### src/rtl/pause_pkg.sv
package pause_pkg;
  typedef enum logic [1:0] {
    ST_IDLE      = 2'd0,
    ST_XOFF_PEND = 2'd1,
    ST_PAUSED    = 2'd2,
    ST_XON_PEND  = 2'd3
  } pause_st_e;

  localparam int unsigned PT_W = 16;
  localparam logic [PT_W-1:0] PT_XOFF = 16'hFFFF;
  localparam logic [PT_W-1:0] PT_XON  = 16'h0000;
endpackage

### src/rtl/pause_wm_compare.sv
module pause_wm_compare #(
  parameter int unsigned FREE_W   = 16,
  parameter int unsigned TH_W     = 4,
  parameter int unsigned KB_SHIFT = 10
) (
  input  logic [FREE_W-1:0] free_bytes,
  input  logic [TH_W-1:0]   hw_kb,
  input  logic [TH_W-1:0]   lw_kb,
  output logic              below_hi,
  output logic              above_lo
);
  localparam int unsigned LIM_W = TH_W + KB_SHIFT;
  localparam int unsigned CMP_W = (LIM_W > FREE_W) ? LIM_W : FREE_W;

  // Watermark in bytes, widened so that the shift never truncates
  function automatic logic [CMP_W-1:0] kb_to_bytes(input logic [TH_W-1:0] th);
    kb_to_bytes = CMP_W'(th) << KB_SHIFT;
  endfunction

  logic [CMP_W-1:0] free_w;
  logic [CMP_W-1:0] hi_lim;
  logic [CMP_W-1:0] lo_lim;

  assign free_w = CMP_W'(free_bytes);
  assign hi_lim = kb_to_bytes(hw_kb);
  assign lo_lim = kb_to_bytes(lw_kb);

  // A zero high watermark means the buffer must be completely full
  always_comb begin
    if (hw_kb == '0) below_hi = (free_w == '0);
    else             below_hi = (free_w < hi_lim);
  end

  assign above_lo = (free_w > lo_lim);
endmodule

### src/rtl/pause_hyst_fsm.sv
module pause_hyst_fsm
  import pause_pkg::*;
(
  input  logic            clk,
  input  logic            rst_n,
  input  logic            below_hi,
  input  logic            above_lo,
  input  logic            tx_ack,
  output logic            pause_req,
  output logic [PT_W-1:0] pause_time,
  output pause_st_e       state_o
);
  pause_st_e state_q, state_d;

  always_comb begin
    state_d = state_q;
    unique case (state_q)
      ST_IDLE:      if (below_hi) state_d = ST_XOFF_PEND;
      ST_XOFF_PEND: if (tx_ack)   state_d = ST_PAUSED;
      ST_PAUSED:    if (above_lo) state_d = ST_XON_PEND;
      ST_XON_PEND:  if (tx_ack)   state_d = ST_IDLE;
      default:                    state_d = ST_IDLE;
    endcase
  end

  always_ff @(posedge clk or negedge rst_n) begin
    if (!rst_n) state_q <= ST_IDLE;
    else        state_q <= state_d;
  end

  assign pause_req  = (state_q == ST_XOFF_PEND) || (state_q == ST_XON_PEND);
  assign pause_time = (state_q == ST_XON_PEND) ? PT_XON : PT_XOFF;
  assign state_o    = state_q;

  assert_hold_req_R4: assert property (@(posedge clk) disable iff (!rst_n)
    pause_req && !tx_ack |=> pause_req && $stable(pause_time));

  assert_drop_after_ack_R4: assert property (@(posedge clk) disable iff (!rst_n)
    pause_req && tx_ack |=> !pause_req);

  assert_xoff_rise_R2: assert property (@(posedge clk) disable iff (!rst_n)
    (state_q == ST_IDLE) && below_hi |=> pause_req && (pause_time == PT_XOFF));

  assert_ack_ignored_R8: assert property (@(posedge clk) disable iff (!rst_n)
    (state_q == ST_IDLE) && !below_hi && tx_ack |=> !pause_req);
endmodule

### src/rtl/pause_watermark_gen.sv
module pause_watermark_gen
  import pause_pkg::*;
#(
  parameter int unsigned FREE_W   = 16,
  parameter int unsigned TH_W     = 4,
  parameter int unsigned KB_SHIFT = 10
) (
  input  logic              clk,
  input  logic              rst_n,
  input  logic [FREE_W-1:0] free_bytes,
  input  logic [TH_W-1:0]   hw_kb,
  input  logic [TH_W-1:0]   lw_kb,
  input  logic              tx_ack,
  output logic              pause_req,
  output logic [PT_W-1:0]   pause_time
);
  logic      below_hi;
  logic      above_lo;
  pause_st_e fsm_state;

  pause_wm_compare #(
    .FREE_W  (FREE_W),
    .TH_W    (TH_W),
    .KB_SHIFT(KB_SHIFT)
  ) u_cmp (
    .free_bytes(free_bytes),
    .hw_kb     (hw_kb),
    .lw_kb     (lw_kb),
    .below_hi  (below_hi),
    .above_lo  (above_lo)
  );

  pause_hyst_fsm u_fsm (
    .clk       (clk),
    .rst_n     (rst_n),
    .below_hi  (below_hi),
    .above_lo  (above_lo),
    .tx_ack    (tx_ack),
    .pause_req (pause_req),
    .pause_time(pause_time),
    .state_o   (fsm_state)
  );

  // Observer: remembers whether the most recent acknowledged frame was XOFF
  logic xoff_acked;
  always_ff @(posedge clk or negedge rst_n) begin
    if (!rst_n)                  xoff_acked <= 1'b0;
    else if (pause_req && tx_ack) xoff_acked <= (pause_time == PT_XOFF);
  end

  assert_xon_after_xoff_R7: assert property (@(posedge clk) disable iff (!rst_n)
    $rose(pause_req) && (pause_time == PT_XON) |-> xoff_acked);

  assert_no_repeat_xoff_R5: assert property (@(posedge clk) disable iff (!rst_n)
    $rose(pause_req) && (pause_time == PT_XOFF) |-> !xoff_acked);

  assert_paused_quiet_R5: assert property (@(posedge clk) disable iff (!rst_n)
    (fsm_state == ST_PAUSED) && !above_lo |=> !pause_req);
endmodule

### config.mk
export PLATFORM = sky130hd
export DESIGN_NAME = pause_watermark_gen
export DESIGN_NICKNAME = d
export VERILOG_FILES = /design/src/rtl/pause_pkg.sv /design/src/rtl/pause_wm_compare.sv /design/src/rtl/pause_hyst_fsm.sv /design/src/rtl/pause_watermark_gen.sv
export SDC_FILE = /design/constraint.sdc
export NUM_CORES = 1
export LEC_CHECK = 0
export BUFFER_PORTS_ARGS = -buffer_cell sky130_fd_sc_hd__buf_2
export CORE_MARGIN = 10
export CORE_UTILIZATION = 25
export CTS_BUF_LIST = sky130_fd_sc_hd__clkbuf_2 sky130_fd_sc_hd__clkbuf_4 sky130_fd_sc_hd__clkbuf_8
export DETAILED_ROUTE_END_ITERATION = 6
export HOLD_SLACK_MARGIN = 0.15
export PLACE_DENSITY = 0.59
export SLEW_MARGIN = 20
export SYNTH_ARGS = -nofsm -noshare
export SYNTH_HDL_FRONTEND = slang
export SYNTH_SLANG_ARGS = --single-unit
### constraint.sdc
create_clock -name clk -period 1.6 [get_ports clk]
set_input_delay 0.08 -clock clk [delete_from_list [all_inputs] [get_ports clk]]
set_output_delay 0.08 -clock clk [all_outputs]
set_load 0.01 [all_outputs]
==> results.md, run 1 <==
Drt:
- The count of nets left with antenna violations once routing finished came out at 0.
- Detailed routing inserted a total of between 500 and 600 vias.
- The DRC violation count after routing is 0.
- The number of search-and-repair iterations in the first detailed-routing pass is 2.
- For this block, the initial DRC count from the detailed router was 1.
- The final layout contains routed wiring with a total length of 1630 µm.
- The routed wirelength normalized by instance count is roughly 12 µm.
- The average vias per placed instance is 4.22.

STA:
- In the post-route analysis, the smallest setup slack over all paths is -0.0395 ns.
- The actual slew at the worst max-slew pin is slightly above 0.3 ns.
- The peak clock frequency supported by timing is a little over 600 MHz.
- Setup repair after global routing could not meet its margin everywhere.
- The worst pin sits at a relative slew slack of 0.795.
- The share of the clock period used by the worst path after layout is 1.02.
- Setup violations remaining at the end of the flow were counted as 1.
- The setup total negative slack is -0.0395 ns.
- The worst setup skew after layout is 0.000952 ns.
- The final critical-path required period is 1.64 ns.
- The final number of max-transition violations is 0.
- The number of endpoints with negative hold slack in the final report came to 0.

Logic synthesis:
- The sequential element share of the synthesized area is 0.0899.
- The number of flip-flops and latches in the synthesized netlist is 2.
- By area the synthesized netlist is led by sky130_fd_sc_hd__ha_1 27%, sky130_fd_sc_hd__buf_4 20%, sky130_fd_sc_hd__dfrtp_1 9.0%.
- The post-synthesis net count is ~110.
- Yosys printed 0 warnings.
- In this run the mean area of a mapped cell was slightly above 8 µm².
- The biggest area contributor in the post-synthesis netlist is sky130_fd_sc_hd__ha_1.
- The number of instances in the synthesized netlist is 67.
- After synthesis the cells add up to 557 µm².
- The share of synthesized area in the top cell type comes to 0.270.
- The netlist uses 24 different library cells.

Clock network:
- TritonCTS built the clock tree.
- The total clock buffers created by CTS is 3.
- The buffer depth of the longest clock path is 2.
- The clock root buffer is sky130_fd_sc_hd__clkbuf_4.
- For this design, the sink count on the clock tree is 2.
- The H-tree depth reported by CTS is 1.
- Clock-pin slew was measured on the worst setup and hold paths at approximately 0.030 ns.
- The latest clock arrival within the worst-skew pair is 0.22 ns.

GRT:
- The total global routing overflow is 0.
- The global-route wire length before repair is roughly 2400 µm.
- The combined global-route utilization of all metal layers is 0.0658.
- The via count of the first global-routing pass is 608.
- The initial antenna violation count is 0.
- Entering global routing, the biggest net connects 17 pins.

Layout:
- The filler-free cell count of the finished design is 139.
- At the end of the flow, the number of nets in the layout was ~150.
- The number of flip-flops in the largest register is 2.
- The number of antenna diodes in the final layout is 0.
- Of the cells placed in the final design, the portion with a size suffix greater than 1 is 0.595.
- The signed area change from the synthesized netlist to the final layout is 49.0%.

Hold path:
- The kind of path behind the tightest hold check is primary input to async pin.

Placed design:
- The congestion estimate from routability-driven global placement came to between 0.7 and 0.8.
- The total placed cells including tap cells is 133.
- The wire-length estimate of the detail-placed layout is roughly 1500 µm.
- The number of input and output port buffers inserted is 43.

Floorplanning:
- In this run the core area contains 17 standard-cell rows.
- The die span in x is ~67 µm.
- For this configuration, the core starts out at a cell density of 0.257.
- The overall die area is 4510 µm².
- The die is between 60 and 70 µm tall.
- In this run the standard cell core region covers between 2000 and 2500 µm².
- In this run the count of I/O pins placed on the die edge is 44.

Flow run:
- Max-cap violations in this run came to 0.

Worst setup path:
- For the worst setup path, the data required time is ~1.7 ns.
- The critical path arrival is ~1.7 ns.
- The element type at the critical path end is a flip-flop.
- The critical path startpoint category is a primary input.
- Along the worst path, the maximum fanout reaches 2.
- The classification of the worst setup path is primary input to flip-flop.

Status:
- The run finished, with violations left.
- The final reports fail on negative setup slack.

Power and ir drop:
- In this run the power density over the cells is between 1000 and 1500 nW/µm².
- The overall power after layout is 1.13 mW.
- Summed over all cells, the static leakage comes to between 0.4 and 0.5 nW.
- The worst-case vdd ir drop is between 800 and 900 µV.
## cell usage after synthesis (all sizes together)
master and number:
and4 1, a22oi 1, nor3 1, or2 1
o21ai 3, nor2 2, mux2 1, dfrtp 2
or4 2, nand2 3, inv 12, a211o 1
a21oi 3, a21boi 1, nand2b 1, nor4 3
a32oi 1, buf 15, nand4 1, ha 12
## layer usage
metal,part of all wire,GRT usage,vias to the layer above
li1,-,-,303
met1,0.31,0.0534,261
met2,0.56,0.140,22
met3,0.12,0.0264,0
met4,0,0.0154,0
met5,0,0,-
## path summary, 6_finish.rpt
path,startpoint,endpoint,slack (ns),depth (start not counted)
setup / recovery,free_bytes[5],u_fsm.state_o[1]$_DFFE_PN0P_,-0.04,7
hold / removal,rst_n,u_fsm.state_o[0]$_DFFE_PN0P_,0.18,2
setup reg to reg,u_fsm.state_o[0]$_DFFE_PN0P_,u_fsm.state_o[1]$_DFFE_PN0P_,0.05,5
hold reg to reg,u_fsm.state_o[0]$_DFFE_PN0P_,u_fsm.state_o[0]$_DFFE_PN0P_,0.68,2
max in group asynchronous,rst_n,u_fsm.state_o[1]$_DFFE_PN0P_,1.33,2
min in group clk,tx_ack,u_fsm.state_o[0]$_DFFE_PN0P_,0.30,5
## cell families (layout without fill, tap and decap cells)
kind of cell             after synthesis  count (layout)  share of synthesized area
AND/OR/NAND/NOR                       15              15                      0.198
multiplexers                           1               1                     0.0270
flip-flops                             2               2                     0.0899
adder cells (fa/ha/maj)               12              12                      0.270
buffers and inverters                 27              71                      0.283
AO/OA/AOI/OAI                         10              10                      0.133
## area by class of cell
| type | count | area, µm² |
|---|---|---|
| Timing Repair Buffer | 56 | 322 |
| Multi-Input combinational cell | 38 | 352 |
| Fill cell | 239 | 1340 |
| Sequential cell | 2 | 50.0 |
| Clock buffer | 3 | 22.5 |
| Inverter | 12 | 48.8 |
| Tap cell | 28 | 35.0 |
## what timing repair did
item	in CTS	in global routing
buffers inserted	2	0
resized for setup	2	1
setup endpoints to repair	1	16
hold endpoints to repair	2	0
hold buffers	1	0
pin swaps	1	1
## power breakdown
group | total (mW) | internal, mW | switching (mW)
clock network | 0.107 | 0.0825 | 0.0247
logic | 0.921 | 0.472 | 0.449
registers | 0.102 | 0.0807 | 0.0214
total | 1.13 | 0.636 | 0.495
## critical path, cell delays in order
cell                      delay, ns
sky130_fd_sc_hd__buf_6         0.09
sky130_fd_sc_hd__or4_4         0.53
sky130_fd_sc_hd__nor4_4        0.24
sky130_fd_sc_hd__nand4_1       0.13
sky130_fd_sc_hd__a32oi_2       0.26
sky130_fd_sc_hd__o21ai_2       0.10
sky130_fd_sc_hd__mux2_4        0.30
## per-stage QoR
| stage | setup slack, ns | cell area, µm² | hold slack [ns] | util |
|---|---|---|---|---|
| 3_3_place_gp | -0.213 | 769 | -0.130 | 0.355 |
| 6_report | -0.0395 | 830 | 0.175 | 0.382 |
| 5_1_grt | -0.112 | 830 | 0.170 | 0.382 |
| 3_5_place_dp | -0.249 | 769 | -0.132 | 0.355 |
| 4_1_cts | -0.0109 | 826 | 0.177 | 0.381 |
| 2_1_floorplan | -0.0653 | 557 | -0.216 | - |
## cell usage in the layout (no fill, tap or decap)
cell type / count
sky130_fd_sc_hd__a211o_1: 1
sky130_fd_sc_hd__a21boi_1: 1
sky130_fd_sc_hd__a21oi_1: 3
sky130_fd_sc_hd__a22oi_1: 1
sky130_fd_sc_hd__a32oi_2: 1
sky130_fd_sc_hd__and4_1: 1
sky130_fd_sc_hd__buf_2: 42
sky130_fd_sc_hd__buf_4: 12
sky130_fd_sc_hd__buf_6: 1
sky130_fd_sc_hd__clkbuf_4: 3
sky130_fd_sc_hd__clkinvlp_4: 1
sky130_fd_sc_hd__dfrtp_1: 2
sky130_fd_sc_hd__dlygate4sd3_1: 1
sky130_fd_sc_hd__ha_1: 12
sky130_fd_sc_hd__inv_1: 11
sky130_fd_sc_hd__mux2_4: 1
sky130_fd_sc_hd__nand2_1: 3
sky130_fd_sc_hd__nand2b_1: 1
sky130_fd_sc_hd__nand4_1: 1
sky130_fd_sc_hd__nor2_1: 2
sky130_fd_sc_hd__nor3_1: 1
sky130_fd_sc_hd__nor4_1: 1
sky130_fd_sc_hd__nor4_2: 1
sky130_fd_sc_hd__nor4_4: 1
sky130_fd_sc_hd__o21ai_0: 2
sky130_fd_sc_hd__o21ai_2: 1
sky130_fd_sc_hd__or2_4: 1
sky130_fd_sc_hd__or4_1: 1
sky130_fd_sc_hd__or4_4: 1
(Power assumes the default switching activity.)
==> run 2, diff against run 1 <==
CELL_PAD_IN_SITES_DETAIL_PLACEMENT = 0   (was unset)
CELL_PAD_IN_SITES_GLOBAL_PLACEMENT = 1   (was unset)
CORE_UTILIZATION = 24   (was 25)
PLACE_DENSITY = 0.79   (was 0.59)
==> results.md, run 2 (same netlist as run 1, synthesis figures left out) <==
Hold path:
- In this run the worst hold path is classified as primary input to async pin.

STA:
- Setup repair after global routing could not meet its margin everywhere.
- The number of endpoints with negative hold slack in the final report is 0.
- After layout, the worst setup slack is -0.0186 ns.
- The worst relative slew slack is 0.818.
- The actual slew at the worst max-slew pin is ~0.27 ns.
- In the finished design, the share of the clock period the worst path needs comes to 1.01.
- The final critical-path required period is approximately 1.6 ns.
- The final number of max-transition violations was 0.
- The count of endpoints failing setup in the final report is 1.
- For this run, the top clock speed supported by timing is ~600 MHz.
- The tightest hold path in the finished design has a slack of 0.181 ns.
- For the final database, setup skew stands at about 0.00028 ns.

Power and ir drop:
- The share of total power dissipated in sequential elements is 0.094.
- The internal power is 602 µW.
- Of the total power, the clock network draws 0.103.
- The analysis attributes to cell leakage a power of 0.462 nW.
- For this design the ratio of total power to cell area is ~1300 nW/µm².
- The worst-case vdd ir drop is ~750 µV.
- The completed layout was analyzed and its total power is about 1.1 mW.
- Summed over all nets, the switching power comes to around 490 µW.
- The share of total power dissipated in combinational logic is 0.803.
- Of the total power, the share spent switching nets is 0.448.

Floorplanning:
- The standard-cell row count is 17.
- The die extent in y is 68.2 µm.
- 44 I/O pins were placed.
- The die span in x is between 60 and 70 µm.
- For this configuration, the core starts out at a cell density of 0.252.
- The overall die area is between 4000 and 5000 µm².
- After floorplanning, the core was sized to cover between 2000 and 2500 µm².

Worst setup path:
- For this run, the slowest stage of the critical path takes approximately 0.53 ns.
- The cell family contributing the most delay on the critical path is simple AND/OR/NAND/NOR gates.
- Of all nets on the critical path, the largest fanout is 2.
- The cell type of the slowest stage on the worst timing path is sky130_fd_sc_hd__or4_4.
- Together, buffers and inverters on the worst path number 1.
- At the worst endpoint, the arrival time is 1.72 ns.
- The element type at the critical path end is a flip-flop.
- The worst setup path is of the primary input to flip-flop kind.
- The register-to-register path setup slack is -0.02 ns.
- The critical path startpoint category is a primary input.
- STA puts the critical path data required time at 1.70 ns.
- Traced cell by cell, the critical path runs through buf_6 > or4_4 > nor4_4 > nand4_1 > a32oi_2 > o21ai_2 > mux2_4.

Layout:
- In the layout the commonest cells are 42 x sky130_fd_sc_hd__buf_2, 12 x sky130_fd_sc_hd__ha_1, 11 x sky130_fd_sc_hd__inv_1, 11 x sky130_fd_sc_hd__buf_4.
- Relative to the synthesized area, the layout overhead comes to 47.2%.
- The total number of nets in the final design is roughly 150.
- Excluding fillers, the count of instances in the completed layout stands at 138.
- The leading cell type in the layout, fill and taps excluded is sky130_fd_sc_hd__buf_2.
- After filler insertion, the fill cell instance count of the layout stands at 233.
- The fraction of layout instances using a drive strength above 1 is 0.591.
- The register with the most flip-flops in the layout has 2 of them.
- The number of antenna diodes in the final layout is 0.

GRT:
- Across every metal layer, demand over resource in global routing totals 0.0651.
- The global-route wire length before repair is 2370 µm.
- Entering global routing, the biggest net connects 17 pins.
- The via count of the first global-routing pass is approximately 600.
- The total global routing overflow is 0.
- The initial antenna violation count is 0.

Status:
- The checks that failed: negative setup slack.
- The run finished, with violations left.

Clock network:
- The clock reaches the later pin of the worst-skew pair after between 0.2 and 0.25 ns.
- The clock net in this run drives a total of 2 sinks.
- Clock-pin slew was measured on the worst setup and hold paths at about 0.030 ns.
- Clock tree synthesis inserted a total of 3 buffers.
- The H-tree depth reported by CTS is 1.
- The CTS tree is yes.
- Clock tree synthesis selected as its root buffer the cell sky130_fd_sc_hd__clkbuf_4.
- Counting along the longest clock path gives a buffer depth of 2.

Drt:
- The number of search-and-repair iterations in the first detailed-routing pass is 4.
- Dividing the detail-routed via count by the number of cells gives approximately 4.3.
- Detailed routing inserted a total of between 500 and 600 vias.
- The routed design has between 1500 and 2000 µm of wire.
- In the final routed layout, each cell accounts on average for roughly 11 µm.
- The initial DRC count is 4.
- Once detail routing completed, the nets flagged for antenna violations numbered 0.
- For this run, design rule violations remaining after detail routing come to 0.

Placed design:
- During placement, the flow inserted port buffers numbering between 40 and 50.
- The total placed cells including tap cells is around 130.
- The wire-length estimate of the detail-placed layout is between 1000 and 1500 µm.
- The congestion estimate from routability-driven global placement came to around 0.74.

Flow run:
- Across the run, the number of max-cap violations was 0.
==> run 2: changes by cell type in the layout (fill, tap and decap cells not counted) <==
cell / change
sky130_fd_sc_hd__buf_4: -1
sky130_fd_sc_hd__or2_4: -1
sky130_fd_sc_hd__or2_2: +1
==> run 2: path summary, 6_finish.rpt <==
path,startpoint,endpoint,cells after the start
worst max register to register,u_fsm.state_o[0]$_DFFE_PN0P_,u_fsm.state_o[1]$_DFFE_PN0P_,5
max in group asynchronous,rst_n,u_fsm.state_o[0]$_DFFE_PN0P_,2
worst max-delay path,free_bytes[5],u_fsm.state_o[1]$_DFFE_PN0P_,7
worst min-delay path,rst_n,u_fsm.state_o[1]$_DFFE_PN0P_,2
min in group clk,tx_ack,u_fsm.state_o[0]$_DFFE_PN0P_,5
worst min register to register,u_fsm.state_o[0]$_DFFE_PN0P_,u_fsm.state_o[0]$_DFFE_PN0P_,2
==> run 2: power groups by stage <==
stage / Clock [mW] / Combinational (mW) / Sequential, mW
after floorplan: 0 / 0.696 / 0.101
after global placement: 0 / 0.846 / 0.100
after detailed placement: 0 / 0.857 / 0.105
after CTS: 0.117 / 0.885 / 0.103
after global routing: 0.125 / 0.970 / 0.108
final: 0.112 / 0.876 / 0.103
==> run 2: repair_timing <==
action	CTS	global route
endpoints found under the hold margin	2	0
pin swaps	1	0
buffers inserted	1	0
endpoints found under the setup margin	1	17
gates cloned	0	0
hold buffers	1	0
resized for setup	1	1
==> run 2: per-stage QoR <==
stage                     utilization  area, µm²  setup slack, ns  TNS, ns
final                           0.370        820          -0.0186  -0.0186
after global routing            0.370        820           -0.112   -0.112
after CTS                       0.369        816          -0.0309  -0.0309
after detailed placement        0.348        769           -0.274   -0.411
after global placement          0.348        769           -0.217   -0.301
after floorplan                     -        557          -0.0653  -0.0653
==> run 2: layer usage <==
| layer | global-route usage | routed length (µm) | vias to the layer above |
|---|---|---|---|
| met2 | 0.102 | 626 | 36 |
| met3 | 0.0245 | 316 | 2 |
| met1 | 0.0738 | 611 | 250 |
| li1 | - | - | 299 |
| met4 | 0.0377 | 16 | 0 |
| met5 | 0 | 0 | - |
==> run 2: worst reg2reg max path, delay by kind of cell (launching register included) <==
family,cells,cell delay (ns)
flops,1,0.39
simple gates,1,0.30
fa+ha+maj,1,0.21
mux,1,0.30
compound gates,2,0.29
==> run 2: cell type report <==
type / instances / area (µm²) / area share
Inverter: 12 / 48.8 / 0.0595
Tap cell: 28 / 35.0 / 0.0427
Multi-Input combinational cell: 38 / 349 / 0.426
Sequential cell: 2 / 50.0 / 0.0611
Clock buffer: 3 / 22.5 / 0.0275
Timing Repair Buffer: 55 / 314 / 0.383
